<file path="config.mk">
export PLATFORM = sky130hd
export DESIGN_NAME = cursor_overlay
export DESIGN_NICKNAME = d
export VERILOG_FILES = /design/src/rtl/cursor_ovl_pkg.sv /design/src/rtl/cursor_ovl_regs.sv /design/src/rtl/cursor_ovl_fetch.sv /design/src/rtl/cursor_ovl_mix.sv /design/src/rtl/cursor_overlay.sv
export SDC_FILE = /design/constraint.sdc
export NUM_CORES = 1
export LEC_CHECK = 0
export BUFFER_PORTS_ARGS = -buffer_cell sky130_fd_sc_hd__buf_2
export CORE_AREA = 2 2 289 205
export CTS_CLUSTER_DIAMETER = 50
export CTS_CLUSTER_SIZE = 16
export DETAILED_ROUTE_END_ITERATION = 6
export DIE_AREA = 0 0 291 207
export SLEW_MARGIN = 0
export SYNTH_ARGS = -nofsm -noshare
export SYNTH_HDL_FRONTEND = slang
export SYNTH_SLANG_ARGS = --single-unit
</file>
<file path="constraint.sdc">
create_clock -name clk -period 5.26 [get_ports clk]
set_input_delay 0.526 -clock clk [delete_from_list [all_inputs] [get_ports clk]]
set_output_delay 0.526 -clock clk [all_outputs]
set_load 0.05 [all_outputs]
</file>
<file path="src/rtl/cursor_ovl_pkg.sv">
package cursor_ovl_pkg;

   typedef enum logic [2:0] {
      SEL_CTRL = 3'd0,
      SEL_BASE = 3'd1,
      SEL_POS  = 3'd2,
      SEL_HOT  = 3'd3,
      SEL_CLR0 = 3'd4,
      SEL_CLR1 = 3'd5
   } cfg_sel_e;

   typedef enum logic [1:0] {
      FS_IDLE,
      FS_ISSUE,
      FS_DRAIN
   } fetch_state_e;

   localparam int LOCK_BIT = 31;

   // AND/XOR decode of one cursor pixel over the underlying pixel
   function automatic logic [31:0] blend_pixel(input logic        and_b,
                                               input logic        xor_b,
                                               input logic [31:0] under,
                                               input logic [23:0] c0,
                                               input logic [23:0] c1);
      if (and_b)
         return xor_b ? ~under : under;
      return {8'hFF, (xor_b ? c1 : c0)};
   endfunction

endpackage

</file>
<file path="src/rtl/cursor_ovl_regs.sv">
module cursor_ovl_regs
   import cursor_ovl_pkg::*;
#(
   parameter int ADDR_W = 27,
   parameter int PX_W   = 14,
   parameter int PY_W   = 12,
   parameter int HOT_W  = 6,
   parameter int ROW_B  = 16
) (
   input  logic              clk,
   input  logic              rst_n,
   input  logic              cfg_we,
   input  logic [2:0]        cfg_sel,
   input  logic [31:0]       cfg_wdata,
   output logic              en,
   output logic [ADDR_W-1:0] act_start,
   output logic [PX_W-1:0]   act_x,
   output logic [PY_W-1:0]   act_y,
   output logic [23:0]       act_c0,
   output logic [23:0]       act_c1
);

   localparam int ALIGN_LSB = $clog2(ROW_B);

   // programmed copy
   logic [ADDR_W-1:ALIGN_LSB] base_q;
   logic                      lock_q;
   logic [PX_W-1:0]           x_q;
   logic [PY_W-1:0]           y_q;
   logic [HOT_W-1:0]          hx_q;
   logic [HOT_W-1:0]          hy_q;
   logic [23:0]               c0_q;
   logic [23:0]               c1_q;
   logic [ADDR_W-1:0]         start_calc;
   logic                      unused_wdata;

   assign unused_wdata = ^cfg_wdata;

   always_comb begin
      start_calc = {base_q, {ALIGN_LSB{1'b0}}}
                 - ADDR_W'(hx_q)
                 - ADDR_W'(hy_q) * ADDR_W'(ROW_B);
   end

   always_ff @(posedge clk) begin
      if (!rst_n) begin
         en     <= 1'b0;
         base_q <= '0;
         lock_q <= 1'b0;
         x_q    <= '0;
         y_q    <= '0;
         hx_q   <= '0;
         hy_q   <= '0;
         c0_q   <= '0;
         c1_q   <= '0;
      end else if (cfg_we) begin
         case (cfg_sel_e'(cfg_sel))
            SEL_CTRL: en <= cfg_wdata[0];
            SEL_BASE: begin
               base_q <= cfg_wdata[ADDR_W-1:ALIGN_LSB];
               lock_q <= cfg_wdata[LOCK_BIT];
            end
            SEL_POS: begin
               x_q    <= cfg_wdata[16 +: PX_W];
               y_q    <= cfg_wdata[0 +: PY_W];
               lock_q <= cfg_wdata[LOCK_BIT];
            end
            SEL_HOT: begin
               hx_q   <= cfg_wdata[16 +: HOT_W];
               hy_q   <= cfg_wdata[0 +: HOT_W];
               lock_q <= cfg_wdata[LOCK_BIT];
            end
            SEL_CLR0: c0_q <= cfg_wdata[23:0];
            SEL_CLR1: c1_q <= cfg_wdata[23:0];
            default: ;
         endcase
      end
   end

   // active copy follows the programmed copy only while unlocked
   always_ff @(posedge clk) begin
      if (!rst_n) begin
         act_start <= '0;
         act_x     <= '0;
         act_y     <= '0;
         act_c0    <= '0;
         act_c1    <= '0;
      end else if (!lock_q) begin
         act_start <= start_calc;
         act_x     <= x_q;
         act_y     <= y_q;
         act_c0    <= c0_q;
         act_c1    <= c1_q;
      end
   end

endmodule

</file>
<file path="src/rtl/cursor_ovl_fetch.sv">
module cursor_ovl_fetch
   import cursor_ovl_pkg::*;
#(
   parameter int ADDR_W   = 27,
   parameter int COORD_W  = 16,
   parameter int PY_W     = 12,
   parameter int VF_W     = 12,
   parameter int CUR_SIZE = 64,
   parameter int RD_LAT   = 1,
   localparam int ROW_B   = 2 * (CUR_SIZE / 8),
   localparam int IDX_W   = $clog2(ROW_B)
) (
   input  logic                       clk,
   input  logic                       rst_n,
   input  logic                       en,
   input  logic [ADDR_W-1:0]          act_start,
   input  logic [PY_W-1:0]            act_y,
   input  logic [VF_W-1:0]            v_last,
   input  logic                       row_req,
   input  logic [COORD_W-1:0]         row_y,
   output logic                       busy,
   output logic                       mem_rd,
   output logic [ADDR_W-1:0]          mem_addr,
   input  logic [7:0]                 mem_rdata,
   output logic                       row_hit,
   output logic [ROW_B-1:0][7:0]      row_bits
);

   fetch_state_e                   st;
   logic [IDX_W-1:0]               issue_idx;
   logic [ADDR_W-1:0]              row_addr;
   logic [ADDR_W-1:0]              row_addr_calc;
   logic [COORD_W-1:0]             dy;
   logic                           hit;
   logic [RD_LAT-1:0]              pend;
   logic [RD_LAT-1:0][IDX_W-1:0]   pidx;

   always_comb begin
      dy            = row_y - COORD_W'(act_y);
      hit           = en
                   && (row_y >= COORD_W'(act_y))
                   && (dy < COORD_W'(CUR_SIZE))
                   && (row_y <= COORD_W'(v_last));
      row_addr_calc = act_start + ADDR_W'(dy) * ADDR_W'(ROW_B);
   end

   assign busy     = (st != FS_IDLE);
   assign mem_rd   = (st == FS_ISSUE);
   assign mem_addr = row_addr + ADDR_W'(issue_idx);

   always_ff @(posedge clk) begin
      if (!rst_n) begin
         st        <= FS_IDLE;
         issue_idx <= '0;
         row_addr  <= '0;
         row_hit   <= 1'b0;
         pend      <= '0;
         pidx      <= '0;
         row_bits  <= '0;
      end else begin
         pend    <= (pend << 1) | RD_LAT'(mem_rd);
         pidx[0] <= issue_idx;
         for (int k = 1; k < RD_LAT; k++)
            pidx[k] <= pidx[k-1];
         if (pend[RD_LAT-1])
            row_bits[pidx[RD_LAT-1]] <= mem_rdata;

         case (st)
            FS_IDLE: begin
               if (row_req) begin
                  row_hit <= 1'b0;
                  if (hit) begin
                     row_addr  <= row_addr_calc;
                     issue_idx <= '0;
                     st        <= FS_ISSUE;
                  end
               end
            end
            FS_ISSUE: begin
               issue_idx <= issue_idx + 1'b1;
               if (issue_idx == IDX_W'(ROW_B - 1))
                  st <= FS_DRAIN;
            end
            FS_DRAIN: begin
               if (pend == '0) begin
                  st      <= FS_IDLE;
                  row_hit <= 1'b1;
               end
            end
            default: st <= FS_IDLE;
         endcase
      end
   end

endmodule

</file>
<file path="src/rtl/cursor_ovl_mix.sv">
module cursor_ovl_mix
   import cursor_ovl_pkg::*;
#(
   parameter int COORD_W  = 16,
   parameter int PX_W     = 14,
   parameter int HF_W     = 11,
   parameter int CUR_SIZE = 64,
   parameter bit OUT_REG  = 1'b1,
   localparam int PLANE_B = CUR_SIZE / 8,
   localparam int ROW_B   = 2 * PLANE_B,
   localparam int IDX_W   = $clog2(ROW_B),
   localparam int COL_W   = $clog2(CUR_SIZE),
   localparam int AW_W    = HF_W + 4
) (
   input  logic                  clk,
   input  logic                  rst_n,
   input  logic                  en,
   input  logic                  row_hit,
   input  logic [ROW_B-1:0][7:0] row_bits,
   input  logic [PX_W-1:0]       act_x,
   input  logic [23:0]           act_c0,
   input  logic [23:0]           act_c1,
   input  logic [HF_W-1:0]       h_field,
   input  logic                  in_valid,
   input  logic [COORD_W-1:0]    in_x,
   input  logic [31:0]           in_pix,
   output logic                  out_valid,
   output logic [31:0]           out_pix
);

   logic [AW_W-1:0]    act_w;
   logic [COORD_W-1:0] col_full;
   logic [COL_W-1:0]   col;
   logic [IDX_W-1:0]   and_idx;
   logic [7:0]         and_byte;
   logic [7:0]         xor_byte;
   logic               in_cur;
   logic [31:0]        mixed;

   always_comb begin
      act_w    = (AW_W'(h_field) + AW_W'(1)) << 3;
      col_full = in_x - COORD_W'(act_x);
      col      = col_full[COL_W-1:0];
      and_idx  = IDX_W'(col[COL_W-1:3]);
      and_byte = row_bits[and_idx];
      xor_byte = row_bits[and_idx + IDX_W'(PLANE_B)];
      in_cur   = en && row_hit
              && (in_x >= COORD_W'(act_x))
              && (col_full < COORD_W'(CUR_SIZE))
              && (in_x < COORD_W'(act_w));
      mixed    = in_cur ? blend_pixel(and_byte[~col[2:0]], xor_byte[~col[2:0]],
                                      in_pix, act_c0, act_c1)
                        : in_pix;
   end

   if (OUT_REG) begin : g_out_reg
      always_ff @(posedge clk) begin
         if (!rst_n) begin
            out_valid <= 1'b0;
            out_pix   <= '0;
         end else begin
            out_valid <= in_valid;
            out_pix   <= mixed;
         end
      end
   end else begin : g_out_comb
      always_comb begin
         out_valid = in_valid;
         out_pix   = mixed;
      end
   end

endmodule

</file>
<file path="src/rtl/cursor_overlay.sv">
module cursor_overlay
   import cursor_ovl_pkg::*;
#(
   parameter int ADDR_W   = 27,
   parameter int COORD_W  = 16,
   parameter int PX_W     = 14,
   parameter int PY_W     = 12,
   parameter int HOT_W    = 6,
   parameter int HF_W     = 11,
   parameter int VF_W     = 12,
   parameter int CUR_SIZE = 64,
   parameter int RD_LAT   = 1,
   parameter bit OUT_REG  = 1'b1,
   localparam int ROW_B   = 2 * (CUR_SIZE / 8)
) (
   input  logic               clk,
   input  logic               rst_n,
   input  logic               cfg_we,
   input  logic [2:0]         cfg_sel,
   input  logic [31:0]        cfg_wdata,
   input  logic [HF_W-1:0]    h_disp_field,
   input  logic [VF_W-1:0]    v_disp_last,
   input  logic               row_req,
   input  logic [COORD_W-1:0] row_y,
   output logic               fetch_busy,
   output logic               mem_rd,
   output logic [ADDR_W-1:0]  mem_addr,
   input  logic [7:0]         mem_rdata,
   input  logic               in_valid,
   input  logic [COORD_W-1:0] in_x,
   input  logic [31:0]        in_pix,
   output logic               out_valid,
   output logic [31:0]        out_pix
);

   if (CUR_SIZE < 8 || (CUR_SIZE % 8) != 0 || (CUR_SIZE & (CUR_SIZE - 1)) != 0)
      begin : g_bad_size  $error("CUR_SIZE must be a power of two of at least 8"); end
   if (ADDR_W > LOCK_BIT)
      begin : g_bad_addr  $error("ADDR_W must leave bit 31 free for the lock"); end
   if (16 + PX_W > LOCK_BIT || 16 + HOT_W > LOCK_BIT || PY_W > 16 || HOT_W > 16)
      begin : g_bad_field $error("register fields overlap"); end
   if (COORD_W < HF_W + 4 || COORD_W < PX_W || COORD_W < PY_W || COORD_W < VF_W)
      begin : g_bad_coord $error("COORD_W too narrow"); end
   if (RD_LAT < 1)
      begin : g_bad_lat   $error("RD_LAT must be at least 1"); end

   logic                  ctl_en;
   logic [ADDR_W-1:0]     act_start;
   logic [PX_W-1:0]       act_x;
   logic [PY_W-1:0]       act_y;
   logic [23:0]           act_c0;
   logic [23:0]           act_c1;
   logic                  row_hit;
   logic [ROW_B-1:0][7:0] row_bits;

   cursor_ovl_regs #(
      .ADDR_W(ADDR_W), .PX_W(PX_W), .PY_W(PY_W), .HOT_W(HOT_W), .ROW_B(ROW_B)
   ) regs_i (
      .clk(clk), .rst_n(rst_n),
      .cfg_we(cfg_we), .cfg_sel(cfg_sel), .cfg_wdata(cfg_wdata),
      .en(ctl_en), .act_start(act_start), .act_x(act_x), .act_y(act_y),
      .act_c0(act_c0), .act_c1(act_c1)
   );

   cursor_ovl_fetch #(
      .ADDR_W(ADDR_W), .COORD_W(COORD_W), .PY_W(PY_W), .VF_W(VF_W),
      .CUR_SIZE(CUR_SIZE), .RD_LAT(RD_LAT)
   ) fetch_i (
      .clk(clk), .rst_n(rst_n), .en(ctl_en),
      .act_start(act_start), .act_y(act_y), .v_last(v_disp_last),
      .row_req(row_req), .row_y(row_y), .busy(fetch_busy),
      .mem_rd(mem_rd), .mem_addr(mem_addr), .mem_rdata(mem_rdata),
      .row_hit(row_hit), .row_bits(row_bits)
   );

   cursor_ovl_mix #(
      .COORD_W(COORD_W), .PX_W(PX_W), .HF_W(HF_W), .CUR_SIZE(CUR_SIZE), .OUT_REG(OUT_REG)
   ) mix_i (
      .clk(clk), .rst_n(rst_n), .en(ctl_en),
      .row_hit(row_hit), .row_bits(row_bits),
      .act_x(act_x), .act_c0(act_c0), .act_c1(act_c1),
      .h_field(h_disp_field),
      .in_valid(in_valid), .in_x(in_x), .in_pix(in_pix),
      .out_valid(out_valid), .out_pix(out_pix)
   );

endmodule

</file>
Yosys cells after proc, flatten, opt, wreduce, memory -nomap -nowiden

Cells that the tools add are included.

$lt $le $gt $ge: 11
Equality and inequality tests: 12
Multiplexer cells: 28
Bitwise gates (word level): 2
Add/subtract/negate cells: 9
Reduce and logical (&&, ||, !) cells: 25

Operators with widths:

| cell                                                                   | number |
|---|---|
| 128-bit bitwise mux                                                    | 1 |
| 32-bit two-way mux                                                     | 4 |
| 8-bit binary-select mux with 4-bit select                              | 1 |
| 8-bit demux with 4-bit select                                          | 1 |
| 16-bit by 7-bit < comparator with 1-bit output (second input constant) | 2 |
| 32-bit inverter                                                        | 1 |
| 27-bit by 20-bit adder with 27-bit output                              | 1 |
| 27-bit by 4-bit adder with 27-bit output                               | 1 |
| 27-bit by 10-bit subtractor with 27-bit output                         | 1 |
| 27-bit by 6-bit subtractor with 27-bit output                          | 1 |
| 8-bit binary-select mux with 3-bit select                              | 1 |
| 24-bit two-way mux                                                     | 1 |
| 8-bit two-way mux                                                      | 3 |
| 16-bit by 12-bit greater-or-equal comparator with 1-bit output         | 1 |
| 16-bit by 14-bit greater-or-equal comparator with 1-bit output         | 1 |
| 16-bit by 12-bit less-or-equal comparator with 1-bit output            | 1 |
| 16-bit by 15-bit < comparator with 1-bit output                        | 1 |
| 16-bit by 12-bit subtractor with 16-bit output                         | 1 |
| 16-bit by 14-bit subtractor with 16-bit output                         | 1 |
| 2-bit AND reduction                                                    | 7 |
| 11-bit by 1-bit adder with 12-bit output (second input constant)       | 1 |
| 4-bit by 5-bit < comparator with 1-bit output (second input constant)  | 2 |
| 3-bit AND reduction                                                    | 3 |
| 1-bit logical AND                                                      | 8 |
| 26 further kinds                                                       | 41 |

Input port bits: 135
Logic and storage cells: 125
Flip-flop bits (word level): 412
Output and inout port bits: 62

Logic depth before layout (Yosys ltp)

Gate-level depths: netlist of run 1.

Word-level depth: 10
Depth in mapped cells: 21
Mapped depth without buffers: 21

Cells and area by module

From an unflattened synthesis of run 1, not the netlist that was laid out.

Cells, all modules: 2,507
Area, all modules: 22,200.0 sq um

By module, submodules not included:

| module           | cells an instance | seq. area each (sq um) | area an instance (sq um) | instances |
|---|---|---|---|---|
| cursor_ovl_regs  | 961               | 4,244.1                | 8,569.5                  | 1 |
| cursor_ovl_fetch | 941               | 3,343.2                | 8,546.9                  | 1 |
| cursor_ovl_mix   | 605               | 660.6                  | 5,083.6                  | 1 |

Worst setup path after synthesis of run 1

Ideal clock, no wire load.

Path type: input port to flip-flop
From: in row_y[0]
To: reg fetch_i.row_addr[24]
Arrival: 4.136 ns
Buffers on the path: 0
Path slack: 0.993 ns
Stages on the path: 19
Required time: 5.129 ns
Library setup time: 0.131 ns
Cell sequence: inv_1 > ha_1 > fa_1 > nor2b_1 > o21ai_0 > a21boi_0 > o21ai_1 > a21o_1 > xnor2_1 > ha_1 > a21o_1 > a21oi_1 > nand2_1 > o21a_1 > a41o_1 > o41ai_1 > and3b_1 > xnor2_1 > a21oi_1

Longest elaborated chain between the ends: 5
Elaborated cells between the ends (all ways): 9
Those cells by class: 2 x add/sub; 3 x order compare; 4 x reduce/logical

RTL lines:

| what                                                                                                                             | line                                           | RTL |
|---|---|---|
| start, declared                                                                                                                  | cursor_overlay.sv:24                           | `input logic [COORD_W-1:0] row_y,` |
| 16-bit by 12-bit subtractor with 16-bit output or 16-bit by 12-bit greater-or-equal comparator with 1-bit output (tied branches) | cursor_ovl_fetch.sv:39, cursor_ovl_fetch.sv:41 |  |
| 16-bit by 7-bit < comparator with 1-bit output or 1-bit logical AND (tied branches)                                              | cursor_ovl_fetch.sv:42, cursor_ovl_fetch.sv:41 |  |
| 1-bit logical AND                                                                                                                | cursor_ovl_fetch.sv:42                         | `&& (dy < COORD_W'(CUR_SIZE))` |
| 1-bit logical AND                                                                                                                | cursor_ovl_fetch.sv:43                         | `&& (row_y <= COORD_W'(v_last));` |
| 3-bit AND reduction (no line)                                                                                                    | n/a                                            |  |
| end signal, assigned                                                                                                             | cursor_ovl_fetch.sv:73                         | `row_addr <= row_addr_calc;` |
| end, declared                                                                                                                    | cursor_ovl_fetch.sv:31                         | `logic [ADDR_W-1:0] row_addr;` |

Parallel ways exist; a longest one is shown, timed or not.
A chain may end at the register's enable or synchronous reset.

Worst setup path after layout of run 1

From: reg regs_i.act_x[0]
To: reg mix_i.out_pix[12]

Longest elaborated chain between the ends: 10
Elaborated cells between the ends (all ways): 22
Those cells by class: 2 x add/sub; 2 x order compare; 14 x mux; 1 x bitwise; 3 x reduce/logical

RTL lines:

| what                                           | line                  | RTL |
|---|---|---|
| start, declared                                | cursor_ovl_regs.sv:17 | `output logic [PX_W-1:0] act_x,` |
| start signal, assigned                         | cursor_ovl_regs.sv:90 | `act_x <= x_q;` |
| 16-bit by 14-bit subtractor with 16-bit output | cursor_ovl_mix.sv:42  | `col_full = in_x - COORD_W'(act_x);` |
| 3-bit by 4-bit adder with 4-bit output         | cursor_ovl_mix.sv:46  | `xor_byte = row_bits[and_idx + IDX_W'(PLANE_B)];` |
| 8-bit binary-select mux with 4-bit select      | cursor_ovl_mix.sv:46  |  |
| 8-bit two-way mux (implied by the code)        | cursor_ovl_mix.sv:46  |  |
| 1-bit binary-select mux with 3-bit select      | cursor_ovl_mix.sv:51  | `mixed = in_cur ? blend_pixel(and_byte[~col[2:0]], xor_byte[~col[2:0]],` |
| 1-bit two-way mux (implied by the code)        | cursor_ovl_mix.sv:51  |  |
| 32-bit two-way mux                             | cursor_ovl_pkg.sv:27  | `return xor_b ? ~under : under;` |
| 32-bit two-way mux                             | cursor_ovl_pkg.sv:26  | `if (and_b)` |
| 32-bit two-way mux                             | cursor_ovl_pkg.sv:28  | `return {8'hFF, (xor_b ? c1 : c0)};` |
| 32-bit two-way mux (*)                         | cursor_ovl_mix.sv:51  |  |
| end signal, assigned                           | cursor_ovl_mix.sv:63  | `out_pix <= mixed;` |
| end, declared                                  | cursor_ovl_mix.sv:28  | `output logic [31:0] out_pix` |

Mark *: on every way between the ends. The rest lies on a longest branch, timed or not. The select of a mux whose other input is x is not followed.

==> results of run 1 <==
[registers in the layout, summed over array words and instances (netlist names), 6 cells and up]
signal	flops
fetch_i.row_addr	27
fetch_i.row_bits	128
mix_i.out_pix	32
regs_i.act_c0	24
regs_i.act_c1	24
regs_i.act_start	27
regs_i.act_x	14
regs_i.act_y	12
regs_i.base_q	23
regs_i.c0_q	24
regs_i.c1_q	24
regs_i.hx_q	6
regs_i.hy_q	6
regs_i.x_q	14
regs_i.y_q	12
[cell type report]
class / count / area [µm²] / area share, %
multi-input cells: 1794 / 11900 / 49.7
flip-flops and latches: 412 / 8250 / 34.4
repair buffers: 219 / 1180 / 4.93
clock buffers: 44 / 1040 / 4.32
well taps: 760 / 951 / 3.97
inverters: 95 / 364 / 1.52
clock inverters: 22 / 268 / 1.12
diodes: 1 / 2.50 / 0.0104
[cell usage after synthesis, types with 33 or more instances]
| library cell | n |
|---|---|
| clkbuf_1 | 108 |
| a211oi_1 | 33 |
| inv_1 | 95 |
| ha_1 | 87 |
| nand2b_1 | 48 |
| xnor2_1 | 62 |
| nand2_1 | 313 |
| o21ai_0 | 59 |
| dfxtp_1 | 412 |
| nand3_1 | 53 |
| nor2_1 | 343 |
| a21oi_1 | 180 |
| mux2i_1 | 278 |
[metal layers]
metal	vias to the layer above	wire length [µm]	track usage, %
li1	8585	-	-
met1	8373	28400	27.2
met2	482	24700	28.6
met3	61	3340	2.97
met4	0	1010	4.40
met5	-	0	0
[worst max-delay path: stages (launching register included)]
cell	delay (ns)
dfxtp_1	0.39
ha_1	0.19
inv_1	0.05
fa_1	0.44
a211o_1	0.30
and2_1	0.19
nor2_4	0.55
mux2_2	0.29
mux4_2	0.26
o2111ai_1	0.17
nor4bb_4	0.50
and4_1	0.96
mux2i_1	0.20
o21ai_2	0.10
[power breakdown]
| part | switching, µW | leakage (µW) | internal (µW) |
|---|---|---|---|
| logic | 704 | 0.00548 | 434 |
| registers | 69.3 | 0.00334 | 3190 |
| clock network | 1310 | 0.000642 | 1600 |
| total | 2080 | 0.00946 | 5230 |
[per-stage QoR]
stage	total power, µW	setup WS [ns]	cell area, µm²	instances
2_1_floorplan	4120	0.993	21100	2439
3_3_place_gp	4440	0.390	22700	3280
3_5_place_dp	4460	0.312	22700	3280
4_1_cts	7380	0.536	24000	3346
5_1_grt	7630	0.225	24000	3347
6_report	7320	0.555	24000	3347
[placed cells by master (no fill, tap or decap), types with 7 or more instances in the layout]
master / synthesis / final
dfxtp_1: 412 / 411
nor2_1: 343 / 342
nand2_1: 313 / 313
mux2i_1: 278 / 278
buf_2: 15 / 195
a21oi_1: 180 / 180
inv_1: 95 / 94
ha_1: 87 / 87
xnor2_1: 62 / 62
o21ai_0: 59 / 58
nand3_1: 53 / 53
nand2b_1: 48 / 48
clkbuf_16: 0 / 40
a211oi_1: 33 / 33
xor2_1: 27 / 27
buf_4: 5 / 22
mux4_2: 21 / 21
o21ai_2: 20 / 21
and3_1: 20 / 20
nor2b_1: 20 / 20
a22oi_1: 19 / 19
nor3_1: 15 / 15
a21o_1: 15 / 15
nand4_1: 12 / 12
o21a_1: 12 / 12
and2_1: 12 / 12
o21bai_1: 11 / 11
or3_1: 9 / 9
or4_1: 9 / 9
or2_2: 8 / 8
nor4_1: 7 / 7
a311oi_1: 7 / 7
[cells by family after synthesis]
group / after synthesis / synth area share (%)
muxes: 305 / 15.7
buffers and inverters: 233 / 4.61
and+or+nand+nor: 898 / 18.9
xor gates and xnor gates: 90 / 3.77
adders and majority gates: 94 / 5.78
DFF: 412 / 39.1
AOI/OAI and AO/OA: 407 / 12.1
[worst paths after layout]
kind,end,startpoint,depth (start not counted),slack (ns)
hold reg to reg,regs_i.c0_q[23],regs_i.c0_q[23],2,0.46
setup / recovery,mix_i.out_pix[12],regs_i.act_x[0],13,0.56
hold / removal,mix_i.out_pix[24],in_pix[24],2,0.16
setup reg to reg,mix_i.out_pix[12],regs_i.act_x[0],13,0.56
==> results.txt, run 1 <==
clock skew: 0.0308 ns
Port Buf Inserts: 195
Post-Route WL: 57400 µm
DRC: 0
Worst Path Max Fanout: 24
Post-Synthesis Cells: 2439
YS warnings: 0
Data required, critical path: 5.75 ns
fin crit share: 89.4%
ranking of synthesized cells by area: dfxtp_1, mux2i_1, nor2_1, nand2_1, ha_1
clock root buffer: clkbuf_16
worst skew pair latency: 0.58 ns
layout cells sized above 1: 13.9%
GR Overflow Total: 0
Max Root-Sink Buffers: 3
number of global-route vias before repair: 16619
CTS clk-pin slew, worst paths: 0.07 ns
register area share after synthesis: 39.1%
drt pass-1 iters: 5
Maximum Capacitance Violations: 0
cell row count: 74
Worst-Margin Slew: 1.27 ns
hold_buf cts: 0
largest net degree at the start of global routing: 188
P&R area growth vs syn: 13.5%
endpoints failing setup: 0
Final nets: 2789
Post-synth EDFFs: 0
CORE AREA: 57700 µm²
Mapped Avg Cell Area: 8.65 µm²
num ports: 197
CTS tree: yes
Synth Flop Type: dfxtp_1
Starting Density: 36.6%
first-pass GRT wire length: 90800 µm
RSZ-0062 raised after global routing: no
cts bufs inserted: 39
gr usage total: 18.6%
flops & latches, synth: 412
Post-CTS Setup Bufs: 0
Worst Hold Slack: 0.164 ns
Max rail drop VDD: 204 µV
CTS H-tree lvls: 2
Distinct cells, synth: 79
clk sink count: 412
critical path type: reg2reg
Max Fclk: 0.213 GHz
Fin Setup TNS: 0 ns
CP startpoint kind: flip-flop
final core occ: 41.5%
min-delay worst type: in2reg
Filler Cell Count: 5675
height of the die: 207 µm
P_leak: 0.00946 µW
CTS resizes: 0
post-synth top area cell: dfxtp_1
RD Place Congestion: 0.860
via count: 17501
Rel. slew slack: 15.3%
die area: 60200 µm²
DPL Wire Length: 41300 µm
post-route ant nets: 0
Post-Syn Nets: 2667
antenna violations before repair: 1
Crit path arrival time: 5.19 ns
post-synthesis async set-or-reset flop share: 0%
Syn Std Cell Area: 21100 µm²
Cell Pwr Density: 305 nW/µm²
drt wl/cell: 17.2 µm
Final Hold Vio Count: 0
status: finished clean
DRT iter0 DRCs: 1352
Final Max Slew Viols: 0
Tmin final: 4.70 ns
crit end category: flip-flop
vias per inst: 5.23
die extent in x: 291 µm
area fraction of the dominant cell type after synthesis: 39.1%
(Power assumes the default switching activity.)
==> run 2, diff against run 1 <==
- CORE_AREA: 2 2 289 205 -> 2 2 238 169
- DIE_AREA: 0 0 291 207 -> 0 0 240 171
- PLACE_DENSITY: not set -> 0.74
==> run 2 against run 1 <==
Net effect:
- the flow now finishes with violations (design-rule violations)
- sequential cell count is the same
- hold slack gained 0.015 ns
- routed wire length shrank 3.2%
- critical path depth is the same
- setup slack lost 0.18 ns
- non-clock buffer count shrank 5
- fmax shrank 3.7%
- via count grew 0.81%
- clock power shrank 4%
- critical endpoint is now mix_i.out_pix[8]
- highest routed layer unchanged
==> results.txt, run 2 (synthesis results as in run 1) <==
worst skew pair latency: 0.55 ns (-0.03 ns)
Cell Pwr Density: 305 nW/µm² (-0.16%)
critical path type: reg2reg
fin crit share: 92.9% (+3.5 points)
GR Overflow Total: 0 (unchanged)
commonest non-fill, non-tap cell in the layout: dfxtp_1
endpoints failing setup: 0 (unchanged)
Slowest Stage Delay on Critical Path: 0.98 ns (+0.02 ns)
Crit path arrival time: 5.35 ns (+0.16 ns)
layout cells sized above 1: 13.4% (-0.47 points)
die extent in x: 240 µm (-18%)
most frequent cells in the layout: dfxtp_1, nor2_1, nand2_1
Rel. slew slack: 5.32% (-10 points)
Max Fclk: 0.205 GHz (-3.7%)
Data required, critical path: 5.72 ns (-0.03 ns)
Port Buf Inserts: 195 (unchanged)
Max Used Layer: met4
CTS clk-pin slew, worst paths: 0.07 ns (about the same)
RSZ-0062 raised after global routing: no
met1 wire length: 26300 µm (-7.4%)
Filler Cell Count: 3385 (-40%)
num ports: 197 (unchanged)
cell row count: 61 (-18%)
DPL Wire Length: 39500 µm (-4.1%)
Tmin final: 4.89 ns (+0.183 ns)
min-delay worst type: in2reg
Starting Density: 54.0% (+17 points)
CTS resizes: 0 (unchanged)
CTS H-tree lvls: 2 (unchanged)
DRC: 1 (+1)
clock root buffer: clkbuf_16
Regs by FF count: fetch_i.row_bits x128, mix_i.out_pix x32
Final Hold Vio Count: 0 (unchanged)
cell chain of the critical path: ha_1, inv_1, fa_1, a211o_1, and2_1, nor2_4, mux2_2, mux4_2, o2111ai_1, nor4bb_4, and4_1, mux2i_1, o21ai_2
CP startpoint kind: flip-flop
Max Root-Sink Buffers: 3 (unchanged)
P&R area growth vs syn: 11.7%
metal2 WL: 24400 µm (-1.1%)
hold_buf cts: 0 (unchanged)
Worst-Margin Slew: 1.42 ns (+0.151 ns)
Final Max Slew Viols: 0 (unchanged)
height of the die: 171 µm (-17%)
Maximum Capacitance Violations: 0 (unchanged)
max FFs per register: 128 (unchanged)
largest net degree at the start of global routing: 204 (+8.5%)
Met3 Wirelength: 3890 µm (+16%)
status: complete, but fails checks
crit path buf inv count: 1 (unchanged)
failing checks: design-rule violations
number of global-route vias before repair: 16860 (+1.5%)
Final nets: 2783 (-0.22%)
critical path's slowest cell: and4_1
Fin Setup TNS: 0 ns (unchanged)
Top delay family on crit path: simple AND/OR/NAND/NOR gates
Worst Path Max Fanout: 24 (unchanged)
clk sink count: 412 (unchanged)
RD Place Congestion: 0.867 (+0.86%)
via count: 17642 (+0.81%)
Post-Route WL: 55600 µm (-3.2%)
post-route ant nets: 0 (unchanged)
Tot Pwr: 7180 µW (-1.8%)
CTS tree: yes
antenna violations before repair: 1 (unchanged)
drt pass-1 iters: 7 (+2)
clock skew: 0.0220 ns (-0.00881 ns)
crit end category: flip-flop
Post-CTS Setup Bufs: 0 (unchanged)
cts bufs inserted: 38 (-2.6%)
DRT iter0 DRCs: 1522 (+13%)
drt wl/cell: 17.9 µm (+4.0%)
Max rail drop VDD: 201 µV (-1.7%)
P_leak: 0.00938 µW (-0.80%)
gr usage total: 26.6% (+8.0 points)
first-pass GRT wire length: 87500 µm (-3.6%)
largest reg by FF count: fetch_i.row_bits
die area: 41000 µm² (-32%)
CORE AREA: 39100 µm² (-32%)
vias per inst: 5.66 (+8.3%)
-- run 2: changes by cell type in the layout (fill, tap and decap cells not counted), sizes merged --
cell	delta
clkinvlp	+1
clkinv	-6
buf	-5
clkbuf	+5
bufinv	-2
-- run 2: stage by stage --
| stage | hold slack (ns) | area, µm² | util [%] | cells | worst slack (ns) |
|---|---|---|---|---|---|
| after CTS | 0.162 | 23600 | 60.3 | 3114 | 0.410 |
| after floorplan | 0.436 | 21100 | - | 2439 | 0.993 |
| after global routing | 0.174 | 23600 | 60.3 | 3114 | 0.184 |
| after global placement | 0.441 | 22300 | 57.2 | 3050 | 0.312 |
| after detailed placement | 0.448 | 22300 | 57.2 | 3050 | 0.161 |
| final | 0.179 | 23600 | 60.3 | 3115 | 0.372 |
-- run 2: worst register-to-register path, stage by stage, from the launching register on --
cell       delay (ns)
dfxtp_1          0.37
ha_1             0.17
inv_1            0.06
fa_1             0.46
a211o_1          0.47
and2_1           0.26
nor2_4           0.47
mux2_2           0.27
mux4_2           0.25
o2111ai_1        0.16
nor4bb_4         0.51
and4_1           0.98
mux2i_1          0.26
o21ai_2          0.12
-- run 2: area by class of cell --
| cell class | instances | area (µm²) | area share, % |
|---|---|---|---|
| clock buffer | 49 | 1060 | 4.48 |
| antenna | 1 | 2.50 | 0.0106 |
| multi-input combinational | 1794 | 11900 | 50.6 |
| timing repair buffer | 214 | 1140 | 4.85 |
| clock inverter | 15 | 164 | 0.696 |
| inverter | 95 | 364 | 1.55 |
| tap | 535 | 669 | 2.84 |
| sequential | 412 | 8250 | 35.0 |
-- run 2: layer usage --
| layer | GRT usage, % | vias up |
|---|---|---|
| met4 | 6.97 | 0 |
| met1 | 37.6 | 8427 |
| met5 | 0 | - |
| met3 | 4.86 | 97 |
| met2 | 41.8 | 532 |
| li1 | - | 8586 |
-- run 2: path summary, 6_finish.rpt --
path                                 startpoint                 to  cells past startpoint  slack [ns]
worst max-delay path            regs_i.act_x[0]   mix_i.out_pix[8]                     13        0.37
worst min-delay path                 in_pix[24]  mix_i.out_pix[24]                      2        0.18
worst max register to register  regs_i.act_x[0]   mix_i.out_pix[8]                     13        0.37
worst min register to register  regs_i.c1_q[20]    regs_i.c1_q[20]                      2        0.46
-- run 2: power by group --
| group | leakage, µW | total (µW) | switching [µW] | internal, µW |
|---|---|---|---|---|
| sequential | 0.00334 | 3270 | 75.8 | 3190 |
| clock | 0.000590 | 2780 | 1280 | 1500 |
| combinational | 0.00545 | 1130 | 701 | 434 |
==> run 3, diff against run 2 <==
==> constraint.sdc (replaced) <==
create_clock -name clk -period 5.26 [get_ports clk]
set_input_delay 1.315 -clock clk [delete_from_list [all_inputs] [get_ports clk]]
set_output_delay 1.315 -clock clk [all_outputs]
set_load 0.05 [all_outputs]
==> run 3 against run 2 <==
Net effect:
- register-to-register slack gained 0.56 ns
- global-route usage decreased by 0.61 points
- combinational power rose by 4%
- die area unchanged
- utilization grew 0.83 points
- hold slack better by 0.27 ns
- clock-buffer cell count is 1 lower
- the flow now finishes without violations
==> results.txt, run 3 (synthesis results as in run 1) <==
first-pass GRT wire length: 85600 µm (-2.2%)
DRC: 0 (-1)
CTS clk-pin slew, worst paths: 0.07 ns (about the same)
crit end category: output pin
die area: 41000 µm² (unchanged)
P_leak: 0.00956 µW (+1.9%)
cell row count: 61 (unchanged)
crit path buf inv count: 3 (+2)
commonest non-fill, non-tap cell in the layout: dfxtp_1
Post-Route WL: 54700 µm (-1.7%)
Hold Path Depth: 2 (unchanged)
reg2reg path depth: 15 (+2)
Net Sw Frac: 27.7% (-0.92 points)
Max Root-Sink Buffers: 3 (unchanged)
post-route ant nets: 0 (unchanged)
Final nets: 2804 (+0.75%)
Starting Density: 54.0% (unchanged)
number of global-route vias before repair: 16507 (-2.1%)
drt wl/cell: 17.4 µm (-2.3%)
internal power: 5310 µW (+3.5%)
Tmin final: 5.00 ns (+0.110 ns)
Most common cell on crit path: inv_1
Rel. slew slack: 15.5% (+10 points)
Final Hold Vio Count: 0 (unchanged)
gr usage total: 26.0% (-0.61 points)
Cell Pwr Density: 307 nW/µm² (+0.82%)
design area: 23900 µm² (+1.4%)
Worst Path Max Fanout: 6 (-75%)
CP startpoint kind: flip-flop
DRT iter0 DRCs: 1551 (+1.9%)
Post-CTS Setup Bufs: 0 (unchanged)
DPL Wire Length: 39100 µm (-1.1%)
most frequent cells in the layout: dfxtp_1, nor2_1, nand2_1
largest reg by FF count: fetch_i.row_bits
clock root buffer: clkbuf_16
Slowest Stage Delay on Critical Path: 0.41 ns (-0.57 ns)
cts bufs inserted: 38 (unchanged)
Filler Cell Count: 3326 (-1.7%)
Regs by FF count: fetch_i.row_bits x128, mix_i.out_pix x32
P_sw: 2030 µW (-1.1%)
num ports: 197 (unchanged)
Top delay family on crit path: simple AND/OR/NAND/NOR gates
combinational power share: 16.0% (+0.2 points)
cell chain of the critical path: ha_1, inv_1, fa_1, inv_1, a21oi_1, o21bai_1, nor2b_1, nand4_1, nor2_2, nand3_1, xnor2_1, buf_2
antenna violations before repair: 0 (-1)
drt pass-1 iters: 5 (-2)
worst r2r src: regs_i.act_x[0]
Worst-Margin Slew: 1.26 ns (-0.155 ns)
GR Overflow Total: 0 (unchanged)
CORE AREA: 39100 µm² (unchanged)
R2R setup slack: 0.93 ns (+0.56 ns)
min-delay worst type: reg2reg
hold worst-path end: regs_i.c0_q[3]
worst skew pair latency: 0.54 ns (about the same)
largest net degree at the start of global routing: 154 (-25%)
CTS tree: yes
HP Start: regs_i.c0_q[3]
Data required, critical path: 3.94 ns (-1.78 ns)
clk sink count: 412 (unchanged)
via count: 17725 (+0.47%)
critical path's slowest cell: dfxtp_1
P&R area growth vs syn: 13.2%
Final Max Slew Viols: 0 (unchanged)
sequential share of power: 44.5% (-1.0 points)
fin crit share: 95.0% (+2.1 points)
height of the die: 171 µm (unchanged)
Crit path arrival time: 3.68 ns (-1.67 ns)
max FFs per register: 128 (unchanged)
Clk pwr share: 39.5% (+0.8 points)
Place WS: -0.105 ns (-0.266 ns)
worst r2r dst: mix_i.out_pix[31]
Placed Instance Area: 22600 µm² (+1.1%)
Port Buf Inserts: 195 (unchanged)
Max rail drop VDD: 233 µV (+16%)
CTS H-tree lvls: 2 (unchanged)
endpoints failing setup: 0 (unchanged)
vias per inst: 5.65 (-0.17%)
layout cells sized above 1: 14.2% (+0.81 points)
RSZ-0062 raised after global routing: no
RD Place Congestion: 0.878 (+1.3%)
Maximum Capacitance Violations: 0 (unchanged)
clock skew: 0.0229 ns (+0.000957 ns)
status: finished clean
die extent in x: 240 µm (unchanged)
Max Fclk: 0.200 GHz (-2.2%)
hold_buf cts: 0 (unchanged)
critical path type: reg2out
Diodes inserted: 0 (-1)
Final WS setup: 0.262 ns (-0.110 ns)
==> run 3: layout make-up <==
cell class / count / area, µm² / share of cell area [%]
multi-input combinational: 1794 / 11900 / 49.8
sequential: 412 / 8250 / 34.5
inverter: 95 / 364 / 1.52
tap: 535 / 669 / 2.80
timing repair buffer: 235 / 1400 / 5.87
clock buffer: 48 / 1060 / 4.45
clock inverter: 16 / 235 / 0.985
==> run 3: routing by layer <==
| layer | vias to the layer above | track usage (%) | share of wire (%) | wire, µm |
|---|---|---|---|---|
| met5 | - | 0 | 0 | 0 |
| met4 | 0 | 5.78 | 1.6 | 855 |
| met3 | 69 | 4.15 | 7.0 | 3810 |
| met2 | 570 | 40.6 | 44 | 24100 |
| met1 | 8478 | 37.7 | 47 | 25900 |
| li1 | 8608 | - | - | - |
==> run 3: worst max-delay path by stage <==
| stage | startpoint | to | slack [ns] | cells after the start |
|---|---|---|---|---|
| after floorplan | row_y[0] | fetch_i.row_addr[24] | 0.20 | 19 |
| after global placement | row_y[0] | fetch_i.row_addr[23] | -0.02 | 21 |
| after detailed placement | row_y[0] | fetch_i.row_addr[24] | -0.11 | 21 |
| after CTS | fetch_i.issue_idx[0] | mem_addr[26] | 0.13 | 12 |
| after global routing | fetch_i.issue_idx[0] | mem_addr[26] | 0.05 | 12 |
| final | fetch_i.issue_idx[0] | mem_addr[26] | 0.26 | 12 |
==> run 3: worst min-delay path: stages, from the launching register on <==
cell     delay (ns)
dfxtp_1        0.31
nand2_1        0.05
a21oi_1        0.05
==> run 3: timing repair <==
item / 4_1_cts / 5_1_grt
endpoints found under the setup margin: 0 / 3
hold endpoints to repair: 0 / 0
resized for setup: 0 / 1
==> run 3: power groups by stage <==
stage	logic (µW)	clock network (µW)	registers (µW)
finish	1170	2900	3270
floorplan	755	0	3360
global placement	1130	0	3330
detailed placement	1150	0	3330
CTS	1160	2940	3260
global route	1280	3080	3270
==> run 3: metrics by stage <==
step           hold slack, ns  util, %  std cells  total power [µW]  setup TNS [ns]
2_1_floorplan           0.436        -       2439              4120               0
3_3_place_gp            0.441     57.8       3071              4460         -0.0698
3_5_place_dp            0.446     57.8       3071              4490          -0.566
4_1_cts                 0.455     61.1       3135              7370               0
5_1_grt                 0.470     61.1       3135              7630               0
6_report                0.454     61.1       3135              7340               0
